==> src/rtl/win_watch.sv <==
module win_watch #(
  parameter int DW     = 12,
  parameter int CW     = 5,
  parameter int WW     = 16,
  parameter int MAX_CH = 17
) (
  input  logic          clk,
  input  logic          rst_n,
  input  logic          smp_valid,
  input  logic [DW-1:0] smp_data,
  input  logic [CW-1:0] smp_chan,
  input  logic          smp_inj,
  input  logic          hi_wr,
  input  logic          lo_wr,
  input  logic [WW-1:0] thr_wdata,
  input  logic          en_reg,
  input  logic          en_inj,
  input  logic          single_mode,
  input  logic          sel_wr,
  input  logic [CW-1:0] sel_wdata,
  input  logic          irq_en,
  input  logic          flag_clr,
  output logic          flag,
  output logic          irq,
  output logic [DW-1:0] hi_thr,
  output logic [DW-1:0] lo_thr,
  output logic [CW-1:0] sel_chan
);

  localparam logic [DW-1:0] HI_RST = {DW{1'b1}};
  localparam logic [CW-1:0] CH_LIM = CW'(MAX_CH);

  logic grp_on, chan_ok, outside, hit;

  assign grp_on  = smp_inj ? en_inj : en_reg;
  assign chan_ok = !single_mode || (smp_chan == sel_chan);
  assign outside = (smp_data > hi_thr) || (smp_data < lo_thr);
  assign hit     = smp_valid && grp_on && chan_ok && outside;
  assign irq     = flag && irq_en;

  always_ff @(posedge clk or negedge rst_n) begin
    if (!rst_n) begin
      hi_thr <= HI_RST;
      lo_thr <= '0;
    end else begin
      if (hi_wr) hi_thr <= thr_wdata[DW-1:0];
      if (lo_wr) lo_thr <= thr_wdata[DW-1:0];
    end
  end

  always_ff @(posedge clk or negedge rst_n) begin
    if (!rst_n)      sel_chan <= '0;
    else if (sel_wr) sel_chan <= (sel_wdata > CH_LIM) ? '0 : sel_wdata;
  end

  always_ff @(posedge clk or negedge rst_n) begin
    if (!rst_n)        flag <= 1'b0;
    else if (hit)      flag <= 1'b1;
    else if (flag_clr) flag <= 1'b0;
  end

  AST_HI_STORE: assert property (@(posedge clk) disable iff (!rst_n)
    hi_wr |=> hi_thr == $past(thr_wdata[DW-1:0]));
  AST_SEL_CLAMP: assert property (@(posedge clk) disable iff (!rst_n)
    (sel_wr && sel_wdata > CH_LIM) |=> sel_chan == '0);
  AST_RISE_GROUP: assert property (@(posedge clk) disable iff (!rst_n)
    $rose(flag) |-> $past(smp_valid && (smp_inj ? en_inj : en_reg)));
  AST_RISE_CHAN: assert property (@(posedge clk) disable iff (!rst_n)
    ($rose(flag) && $past(single_mode)) |-> $past(smp_chan == sel_chan));
  AST_STICKY: assert property (@(posedge clk) disable iff (!rst_n)
    (flag && !flag_clr) |=> flag);
  AST_FALL_CLR: assert property (@(posedge clk) disable iff (!rst_n)
    $fell(flag) |-> $past(flag_clr));
  AST_IRQ_GATE: assert property (@(posedge clk) disable iff (!rst_n)
    !flag |-> !irq);

endmodule

==> config.mk <==
export PLATFORM = sky130hd
export DESIGN_NAME = win_watch
export DESIGN_NICKNAME = d
export VERILOG_FILES = /design/src/rtl/win_watch.sv
export SDC_FILE = /design/constraint.sdc
export NUM_CORES = 1
export LEC_CHECK = 0
export ABC_CLOCK_PERIOD_IN_PS = 2300
export BUFFER_PORTS_ARGS = -buffer_cell sky130_fd_sc_hd__buf_4
export CORE_UTILIZATION = 45
export DETAILED_ROUTE_END_ITERATION = 8
export PLACE_DENSITY = 0.74
export SETUP_SLACK_MARGIN = 0.3
export SKIP_CTS_REPAIR_TIMING = 1
export SLEW_MARGIN = 5
export SYNTH_ARGS = -nofsm -noshare
export SYNTH_HDL_FRONTEND = slang
export SYNTH_SLANG_ARGS = --single-unit
==> constraint.sdc <==
create_clock -name clk -period 2.3 [get_ports clk]
set_input_delay 0.23 -clock clk [delete_from_list [all_inputs] [get_ports clk]]
set_output_delay 0.23 -clock clk [all_outputs]
set_load 0.05 [all_outputs]
==> results of run 1 <==
-- layout by cell type, fill, tap and decap left out, types with 3 or more instances in the layout --
master                      n
sky130_fd_sc_hd__a31o_2     3
sky130_fd_sc_hd__a21oi_1    7
sky130_fd_sc_hd__ha_1      23
sky130_fd_sc_hd__a21o_1     3
sky130_fd_sc_hd__xnor2_1    3
sky130_fd_sc_hd__dfrtp_1   18
sky130_fd_sc_hd__nor2b_1    4
sky130_fd_sc_hd__dfstp_2   12
sky130_fd_sc_hd__buf_4     76
sky130_fd_sc_hd__o21ai_0   25
sky130_fd_sc_hd__inv_1     26
sky130_fd_sc_hd__clkbuf_8   5
sky130_fd_sc_hd__nand4_1    3
sky130_fd_sc_hd__nand3_1    4
sky130_fd_sc_hd__nand2_1   25
-- state kept, by name, indices dropped and copies added (netlist names) --
name / cells
hi_thr: 12
sel_chan: 5
lo_thr: 12
flag: 1
-- through the flow --
step            util  total power, mW  hold slack (ns)
2_1_floorplan      -            0.962          -0.0656
3_3_place_gp   0.638             1.15            0.175
3_5_place_dp   0.638             1.16            0.176
4_1_cts        0.659             1.55           -0.122
5_1_grt        0.664             1.63            0.145
6_report       0.664             1.54            0.130
-- final timing paths --
kind	startpoint	to	cells after the start	slack, ns
max in group asynchronous	rst_n	hi_thr[7]	2	1.56
max	hi_thr[5]	flag	8	0.38
min reg2reg	hi_thr[5]	hi_thr[5]	2	0.50
min	flag_clr	flag	2	0.13
min in group asynchronous	rst_n	lo_thr[5]	2	0.43
max reg2reg	hi_thr[5]	flag	8	0.38
-- power breakdown --
group          internal [mW]  switching (mW)  leakage (nW)  total [mW]
Sequential             0.589          0.0279         0.350       0.617
Combinational          0.202           0.329         0.868       0.531
Clock                  0.208           0.180        0.0383       0.388
Total                  0.999           0.536          1.26        1.54
-- kinds of logic (layout without fill, tap and decap cells) --
kind of cell,count (synthesis),in the layout,synth area share
AND/OR/NAND/NOR,44,44,0.118
buffers and inverters,32,111,0.0689
multiplexers,2,2,0.0129
AO/OA/AOI/OAI,49,49,0.171
flip-flops,30,30,0.439
adder cells (fa/ha/maj),23,23,0.165
XOR/XNOR,5,5,0.0251
-- cell type report --
| class | count | area [µm²] |
|---|---|---|
| Fill cell | 341 | 1240 |
| Multi-Input combinational cell | 123 | 863 |
| Sequential cell | 30 | 766 |
| Timing Repair Buffer | 77 | 581 |
| Inverter | 27 | 101 |
| Clock buffer | 7 | 76.3 |
| Tap cell | 48 | 60.1 |
-- worst reg2reg max path, stage by stage, from the launching register on --
cell,delay [ns]
sky130_fd_sc_hd__dfstp_2,0.53
sky130_fd_sc_hd__inv_2,0.04
sky130_fd_sc_hd__ha_1,0.29
sky130_fd_sc_hd__a21o_1,0.16
sky130_fd_sc_hd__nand3_1,0.07
sky130_fd_sc_hd__a21oi_1,0.07
sky130_fd_sc_hd__a2111oi_2,0.38
sky130_fd_sc_hd__a2bb2oi_2,0.19
sky130_fd_sc_hd__o22ai_1,0.07
-- routing by layer --
layer | vias up | global-route usage | part of all wire
met5 | - | 0 | 0
met4 | 0 | 0.0667 | 0.013
met3 | 6 | 0.0571 | 0.048
met2 | 37 | 0.344 | 0.49
met1 | 701 | 0.237 | 0.45
li1 | 788 | - | -
==> summary.log, run 1 <==
qor: setup_path.crit_arrival 2.07 ns
qor: routing.avgViaCountPerCell 4.91
qor: routing.detail_route.iter0.violations 63
qor: sta.timing_worst_slew_pin_value 0.368 ns
qor: floorplanning.num_io_pins 81
qor: clocking.worst_skew_pair.late_latency 0.27 ns
qor: setup_path.end_kind flip-flop
qor: clocking.root_buffer sky130_fd_sc_hd__clkbuf_8
qor: sta.setup_viol_count_final 0
qor: setup_path.critical_path.max_stage_delay 0.53 ns
qor: sta.setup_total_negative_slack 0 ns
qor: status.outcome completed
qor: finish.synthToLayoutAreaGrowth 40.4%
qor: finish.design.final.nets 337
qor: synthesis.ys_flop_type sky130_fd_sc_hd__dfrtp_1
qor: setup_path.timing.critical_path.fanout_max 2
qor: setup_path.critPathTopFamily compound AO/OA/AOI/OAI gates
qor: routing.ant_nets 0
qor: setup_path.cp_cell_sequence inv_2 > ha_1 > a21o_1 > nand3_1 > a21oi_1 > a2111oi_2 > a2bb2oi_2 > o22ai_1
qor: synthesis.mappedNetlistNets 258
qor: synthesis.async_flop_share 1.00
qor: synthesis.yosysWarnings 0
qor: setup_path.critPathKind reg2reg
qor: finish.post_layout_nonfiller_instances 312
qor: synthesis.synth.avg_cell_area 9.42 µm²
qor: sta.rsz0062_at_grt true
qor: routing.drc_errors 0
qor: setup_path.critPathBufInv 1
qor: run.drv.max_cap_violation_count 0
qor: finish.antenna_cells_inserted 0
qor: place.detailed_place.area 2350 µm²
qor: clocking.tritoncts.num_buffers 5
qor: power_and_ir_drop.power_leakage 1.26 nW
qor: floorplanning.dieArea 4130 µm²
qor: routing.wire_length_per_cell_after_detailed_routing 11.8 µm
qor: synthesis.synth_top_area_share 0.258
qor: sta.shortest_clock_period_the_worst_path_allows_after_layout 1.92 ns
qor: clocking.h-tree-depth 2
qor: routing.total_routed_wirelength 3.69 mm
qor: floorplanning.start_util 0.473
qor: sta.final-max-slew-violation-count 0
qor: synthesis.yosysTopAreaCell sky130_fd_sc_hd__dfrtp_1
qor: sta.final-hold-violation-count 0
qor: synthesis.synth_edf_count 0
qor: floorplanning.die_width 64.2 µm
qor: synthesis.synth_cells 185
qor: sta.max-slew-margin-rel 0.755
qor: min_path.timing.hold.worst.class in2reg
qor: setup_path.slowest_stage sky130_fd_sc_hd__dfstp_2
qor: place.routabilityCongestion 0.743
qor: synthesis.ys_seq_elements 30
qor: grt.grt_max_degree 31
qor: synthesis.synthMostInstantiatedCell sky130_fd_sc_hd__inv_1
qor: grt.grt_remaining_overflow 0
qor: power_and_ir_drop.power_density 627 nW/µm²
qor: sta.finalWorstSetupSlack 0.384 ns
qor: place.worst_case_setup_slack_after_placement 0.361 ns
qor: synthesis.ys_types 32
qor: sta.fmaxAchievable 0.522 GHz
qor: setup_path.startpoint_type_of_the_worst_setup_path flip-flop
qor: grt.grt_first_pass_wirelength 6.20 mm
qor: finish.fin_area 2450 µm²
qor: place.hpwlAfterDp 2.92 mm
qor: power_and_ir_drop.vdd_ir_drop_max 0.345 mV
qor: place.port_buffers 76
qor: floorplanning.die_h 64.2 µm
qor: finish.layout-drive-gt1-share 0.383
qor: floorplanning.core 3690 µm²
qor: grt.grt_util_all_layers 0.199
qor: routing.first_pass_detailed_route_iteration_total 4
qor: floorplanning.placement_rows 22
qor: sta.period_utilization_post_route 0.833
qor: synthesis.syn-cell-area 1740 µm²
qor: clocking.cts_sinks 30
qor: place.dp.cells 304
qor: sta.clock_skew 0.00381 ns
qor: setup_path.cp.required 2.46 ns
qor: grt.first_global_vias 1432
qor: synthesis.register_area_share_after_synthesis 0.439
qor: synthesis.netlist_top_cells_count 27 x sky130_fd_sc_hd__inv_1, 25 x sky130_fd_sc_hd__nand2_1, 25 x sky130_fd_sc_hd__o21ai_0
qor: synthesis.synth_area_leaders sky130_fd_sc_hd__dfrtp_1 26%, sky130_fd_sc_hd__dfstp_2 18%, sky130_fd_sc_hd__ha_1 17%
qor: clocking.clockBufferDepth 2
qor: grt.antenna_found_initial 0
qor: clocking.cts_tree built
qor: clocking.clkTransAtPathRegs 0.06 ns
qor: routing.vias 1532
Power figures use the tool's default switching activity.
==> run 2, diff against run 1 <==
ABC_CLOCK_PERIOD_IN_PS = 1770   (was 2300)
clock period = 1.77 ns   (was 2.3 ns; I/O delays follow)
==> run 2 against run 1 <==
  * The flow now finishes with violations (setup timing)
  * Via count up 1.2%
  * Design area up 1.6%
  * Register-to-register slack worse by 0.49 ns
  * Sequential share of layout area down 0.50 points
==> summary.log, run 2 (synthesis results as in run 1) <==
qor: status.outcome finished, violations left
qor: status.failed_checks setup timing
qor: sta.clock_skew 0.00826 ns
qor: min_path.number_of_stages_on_the_worst_hold_path 2
qor: clocking.worst_skew_pair.late_latency 0.28 ns
qor: sta.period_utilization_post_route 1.06
qor: clocking.root_buffer sky130_fd_sc_hd__clkbuf_8
qor: grt.grt_first_pass_wirelength 6.22 mm
qor: floorplanning.die_h 64.2 µm
qor: setup_path.cp.required 1.92 ns
qor: grt.antenna_found_initial 0
qor: min_path.worst_min_path_start flag_clr
qor: sta.final-hold-violation-count 0
qor: finish.post_layout_nonfiller_instances 314
qor: place.port_buffers 76
qor: sta.max-slew-margin-rel 0.754
qor: finish.synthToLayoutAreaGrowth 42.7%
qor: place.detailed_place.area 2390 µm²
qor: setup_path.critical_path.max_stage_delay 0.54 ns
qor: place.dp.cells 305
qor: finish.design.final.nets 338
qor: setup_path.critPathTopFamily compound AO/OA/AOI/OAI gates
qor: floorplanning.dieArea 4130 µm²
qor: clocking.clockBufferDepth 2
qor: floorplanning.num_io_pins 81
qor: setup_path.reg2reg_capture_point flag
qor: setup_path.timing.critical_path.fanout_max 2
qor: finish.final_core_util 0.674
qor: power_and_ir_drop.internal_power 1.35 mW
qor: routing.detail_route.iter0.violations 28
qor: routing.avgViaCountPerCell 4.94
qor: sta.fmaxAchievable 0.534 GHz
qor: setup_path.r2r_slack -0.10 ns
qor: clocking.cts_tree built
qor: setup_path.slowest_stage sky130_fd_sc_hd__dfstp_2
qor: clocking.cts_sinks 30
qor: routing.total_routed_wirelength 3.78 mm
qor: finish.fillCellCount 321
qor: routing.vias 1551
qor: routing.first_pass_detailed_route_iteration_total 4
qor: floorplanning.die_width 64.2 µm
qor: setup_path.crit_arrival 2.02 ns
qor: place.routabilityCongestion 0.742
qor: sta.shortest_clock_period_the_worst_path_allows_after_layout 1.87 ns
qor: routing.wire_length_per_cell_after_detailed_routing 12.1 µm
qor: routing.ant_nets 0
qor: grt.grt_remaining_overflow 0
qor: grt.grt_max_degree 31
qor: power_and_ir_drop.clock_power_share 0.270
qor: setup_path.cp_cell_sequence inv_2 > ha_1 > nor2b_1 > o211ai_1 > a211oi_1 > a2111oi_2 > a2bb2oi_1 > o22ai_1
qor: place.hpwlAfterDp 3.04 mm
qor: floorplanning.core 3690 µm²
qor: min_path.timing.hold.worst_endpoint flag
qor: power_and_ir_drop.total_power_consumption_of_the_routed_design 2.06 mW
qor: finish.fin_area 2490 µm²
qor: finish.most_common_cell_after_layout_fill_and_taps_aside sky130_fd_sc_hd__buf_4
qor: min_path.timing.hold.worst.class in2reg
qor: finish.largestRegisters hi_thr x12, lo_thr x12, sel_chan x5
qor: power_and_ir_drop.net_switching_power 709 µW
qor: power_and_ir_drop.power_density 829 nW/µm²
qor: power_and_ir_drop.power.share.sequential 0.390
qor: power_and_ir_drop.power_switching_share 0.344
qor: setup_path.r2r-start hi_thr[1]
qor: setup_path.cp_num_cells 8
qor: run.drv.max_cap_violation_count 0
qor: grt.grt_util_all_layers 0.201
qor: clocking.h-tree-depth 2
qor: sta.finalWorstSetupSlack -0.101 ns
qor: sta.timing_worst_slew_pin_value 0.369 ns
qor: setup_path.critPathBufInv 1
qor: finish.antenna_cells_inserted 0
qor: power_and_ir_drop.vdd_ir_drop_max 0.583 mV
qor: setup_path.end_kind flip-flop
qor: power_and_ir_drop.power_leakage 1.27 nW
qor: setup_path.r2r_cells 8
qor: setup_path.startpoint_type_of_the_worst_setup_path flip-flop
qor: clocking.tritoncts.num_buffers 5
qor: sta.final-max-slew-violation-count 0
qor: setup_path.critPathKind reg2reg
qor: power_and_ir_drop.p_comb_frac 0.340
qor: sta.rsz0062_at_grt true
qor: finish.most-common-layout-cells 77 x sky130_fd_sc_hd__buf_4, 25 x sky130_fd_sc_hd__nand2_1, 25 x sky130_fd_sc_hd__o21ai_0, 23 x sky130_fd_sc_hd__inv_1, 21 x sky130_fd_sc_hd__ha_1
qor: grt.first_global_vias 1421
qor: floorplanning.placement_rows 22
qor: sta.setup_total_negative_slack -0.101 ns
qor: routing.drc_errors 0
qor: finish.layout-drive-gt1-share 0.402
qor: floorplanning.start_util 0.473
qor: clocking.clkTransAtPathRegs 0.07 ns
qor: sta.setup_viol_count_final 1
==> run 2: cell types whose count changed in the layout (fill, tap and decap cells not counted) <==
| cell | change |
|---|---|
| sky130_fd_sc_hd__inv_1 | -3 |
| sky130_fd_sc_hd__inv_2 | +3 |
| sky130_fd_sc_hd__ha_1 | -2 |
| sky130_fd_sc_hd__ha_4 | +2 |
| sky130_fd_sc_hd__a2bb2oi_1 | +1 |
| sky130_fd_sc_hd__a2bb2oi_2 | -1 |
| sky130_fd_sc_hd__buf_4 | +1 |
| sky130_fd_sc_hd__clkbuf_8 | +1 |
==> run 2: how the worst max path moves through the flow <==
stage               startpoint    to  slack, ns
detailed placement   hi_thr[1]  flag      -0.09
CTS                  hi_thr[1]  flag      -0.11
floorplan            hi_thr[1]  flag      -0.18
finish               hi_thr[1]  flag      -0.10
global placement     hi_thr[1]  flag      -0.06
global route         hi_thr[1]  flag      -0.21
==> run 2: cell type report <==
type                       count  area, µm²  share of cell area
multi-input combinational    123        882               0.355
tap                           48       60.1              0.0241
inverter                      27        101              0.0407
sequential                    30        766               0.308
timing repair buffer          78        588               0.236
clock buffer                   8       90.1              0.0362
==> run 2: per-stage QoR <==
step,setup slack (ns),hold WS (ns)
after floorplan,-0.183,-0.119
after global placement,-0.0573,0.126
after detailed placement,-0.0923,0.121
after CTS,-0.111,-0.187
after global routing,-0.208,0.0749
final,-0.101,0.0841
==> run 2: power by group through the flow <==
stage,logic (mW),registers [mW],clock network [mW]
after floorplan,0.222,1.03,0
after global placement,0.698,0.813,0
after detailed placement,0.705,0.816,0
after CTS,0.708,0.806,0.575
after global routing,0.766,0.812,0.609
final,0.702,0.804,0.556
==> run 2: per-layer routing <==
metal  share of wire  GRT usage
met5               0          0
met1            0.44      0.255
met3           0.066     0.0679
met4           0.014     0.0722
met2            0.48      0.316
==> run 3, diff against run 2 <==
CORE_UTILIZATION = 31   (was 45)
CTS_BUF_LIST = sky130_fd_sc_hd__clkbuf_8 sky130_fd_sc_hd__clkbuf_16   (was default)
PLACE_DENSITY = 0.53   (was 0.74)
SETUP_SLACK_MARGIN = 0.4   (was 0.3)
==> run 3 against run 2 <==
  * The run still ends with setup timing left
  * First-iteration DRC count grew 3.6%
  * Sequential power about the same
  * Hold slack improved by 0.0047 ns
  * Count of clock-buffer cells in the layout down 2
  * Flip-flop and latch count unchanged
  * Critical path type unchanged
  * Largest power group unchanged
==> summary.log, run 3 (synthesis results as in run 1) <==
qor: status.outcome finished, violations left
qor: status.failed_checks setup timing
qor: clocking.cts_sinks 30
qor: sta.fmaxAchievable 0.539 GHz
qor: grt.grt_first_pass_wirelength 6.93 mm
qor: place.hpwlAfterDp 3.28 mm
qor: power_and_ir_drop.power_switching_share 0.347
qor: floorplanning.die_h 77.0 µm
qor: sta.setup_viol_count_final 1
qor: power_and_ir_drop.vdd_ir_drop_max 0.455 mV
qor: routing.total_routed_wirelength 4.12 mm
qor: setup_path.crit_arrival 2.00 ns
qor: sta.max-slew-margin-rel 0.746
qor: routing.wl_met2 1.89 mm
qor: sta.rsz0062_at_grt true
qor: finish.design.final.nets 342
qor: clocking.tritoncts.num_buffers 5
qor: setup_path.critical_path.max_stage_delay 0.54 ns
qor: clocking.clkTransAtPathRegs 0.07 ns
qor: sta.holdWs 0.0887 ns
qor: place.worst_case_setup_slack_after_placement -0.105 ns
qor: finish.synthToLayoutAreaGrowth 46.1%
qor: routing.vias 1521
qor: finish.layout-drive-gt1-share 0.415
qor: setup_path.critPathTopFamily compound AO/OA/AOI/OAI gates
qor: routing.maxUsedRoutingLayer met4
qor: clocking.root_buffer sky130_fd_sc_hd__clkbuf_8
qor: floorplanning.core 5270 µm²
qor: routing.routed-wl-met3 195 µm
qor: setup_path.r2r-start hi_thr[1]
qor: routing.ant_nets 0
qor: sta.period_utilization_post_route 1.05
qor: place.port_buffers 76
qor: clocking.h-tree-depth 2
qor: setup_path.cp_launch_point hi_thr[1]
qor: setup_path.cp.required 1.92 ns
qor: clocking.cts_tree built
qor: sta.clock_skew 0.0102 ns
qor: floorplanning.die_width 77.0 µm
qor: routing.drc_errors 0
qor: setup_path.slowest_stage sky130_fd_sc_hd__dfstp_2
qor: sta.final-max-slew-violation-count 0
qor: setup_path.cp_cell_sequence inv_2 > ha_1 > nor2b_1 > o211ai_1 > a211oi_1 > a2111oi_2 > a2bb2oi_1 > o22ai_1
qor: clocking.worst_skew_pair.late_latency 0.28 ns
qor: clocking.clockBufferDepth 2
qor: grt.first_global_vias 1503
qor: setup_path.end_kind flip-flop
qor: min_path.worst_min_path_start flag_clr
qor: sta.shortest_clock_period_the_worst_path_allows_after_layout 1.86 ns
qor: sta.final-hold-violation-count 0
qor: sta.timing_worst_slew_pin_value 0.381 ns
qor: grt.grt_util_all_layers 0.149
qor: routing.avgViaCountPerCell 4.47
qor: power_and_ir_drop.power.share.sequential 0.388
qor: setup_path.critPathBufInv 1
qor: power_and_ir_drop.p_comb_frac 0.345
qor: routing.routedLengthMet1 1.96 mm
qor: finish.most_common_cell_after_layout_fill_and_taps_aside sky130_fd_sc_hd__buf_4
qor: floorplanning.dieArea 5930 µm²
qor: floorplanning.start_util 0.331
qor: routing.first_pass_detailed_route_iteration_total 4
qor: finish.largestRegisters hi_thr x12, lo_thr x12, sel_chan x5
qor: grt.grt_remaining_overflow 0
qor: floorplanning.placement_rows 26
qor: grt.antenna_found_initial 0
qor: finish.most-common-layout-cells 81 x sky130_fd_sc_hd__buf_4, 25 x sky130_fd_sc_hd__nand2_1, 25 x sky130_fd_sc_hd__o21ai_0, 24 x sky130_fd_sc_hd__inv_1, 21 x sky130_fd_sc_hd__ha_1
qor: routing.wire_length_per_cell_after_detailed_routing 12.1 µm
qor: power_and_ir_drop.clock_power_share 0.267
qor: place.routabilityCongestion 0.749
qor: routing.detail_route.iter0.violations 29
qor: power_and_ir_drop.power_density 813 nW/µm²
qor: setup_path.timing.critical_path.fanout_max 2
qor: setup_path.critPathKind reg2reg
qor: power_and_ir_drop.net_switching_power 718 µW
qor: finish.antenna_cells_inserted 0
qor: grt.grt_max_degree 31
qor: min_path.timing.hold.worst.class in2reg
qor: power_and_ir_drop.power_leakage 1.29 nW
qor: setup_path.startpoint_type_of_the_worst_setup_path flip-flop
qor: power_and_ir_drop.internal_power 1.35 mW
qor: floorplanning.num_io_pins 81
qor: sta.finalWorstSetupSlack -0.0858 ns
qor: run.drv.max_cap_violation_count 0
## run 3: cell types whose count changed in the layout (fill, tap and decap cells not counted)
cell	delta
sky130_fd_sc_hd__inv_1	+1
sky130_fd_sc_hd__clkbuf_1	-2
sky130_fd_sc_hd__clkinv_2	+1
sky130_fd_sc_hd__buf_4	+4
## run 3: layout make-up
| type | instances | area (µm²) |
|---|---|---|
| fillers | 548 | 2720 |
| clock buffers | 6 | 82.6 |
| well taps | 70 | 87.6 |
| repair buffers | 82 | 618 |
| inverters | 27 | 101 |
| multi-input cells | 123 | 882 |
| clock inverters | 2 | 8.76 |
| flip-flops and latches | 30 | 766 |
## run 3: routing by layer
layer | track usage | vias to the layer above
li1 | - | 802
met1 | 0.186 | 675
met2 | 0.239 | 38
met3 | 0.0405 | 6
met4 | 0.0679 | 0
met5 | 0 | -
## run 3: worst paths after layout
check	endpoint	slack, ns	cells past startpoint
max in group asynchronous	hi_thr[6]	1.08	2
setup / recovery	flag	-0.09	8
setup reg to reg	flag	-0.09	8
hold / removal	flag	0.09	2
hold reg to reg	hi_thr[7]	0.50	2
min in group asynchronous	lo_thr[2]	0.36	2
## run 3: stage by stage
stage                     utilization  instances  power (mW)  cell area (µm²)  TNS (ns)
after floorplan                     -        185        1.26             1770    -0.183
after global placement          0.464        331        1.53             2440   -0.0715
after detailed placement        0.464        331        1.54             2440    -0.105
after CTS                       0.481        339        2.11             2540    -0.124
after global routing            0.483        340        2.20             2550    -0.230
final                           0.483        340        2.07             2550   -0.0858
## run 3: worst reg2reg max path, cell delays in order (launching register included)
cell                        delay [ns]
sky130_fd_sc_hd__dfstp_2          0.54
sky130_fd_sc_hd__inv_2            0.04
sky130_fd_sc_hd__ha_1             0.28
sky130_fd_sc_hd__nor2b_1          0.13
sky130_fd_sc_hd__o211ai_1         0.15
sky130_fd_sc_hd__a211oi_1         0.10
sky130_fd_sc_hd__a2111oi_2        0.21
sky130_fd_sc_hd__a2bb2oi_1        0.18
sky130_fd_sc_hd__o22ai_1          0.08
## run 3: power by group through the flow
stage | registers [mW] | clock network, mW | logic [mW]
final | 0.804 | 0.554 | 0.714
after global routing | 0.813 | 0.611 | 0.781
after CTS | 0.805 | 0.580 | 0.723
after detailed placement | 0.817 | 0 | 0.720
after global placement | 0.815 | 0 | 0.719
after floorplan | 1.03 | 0 | 0.222
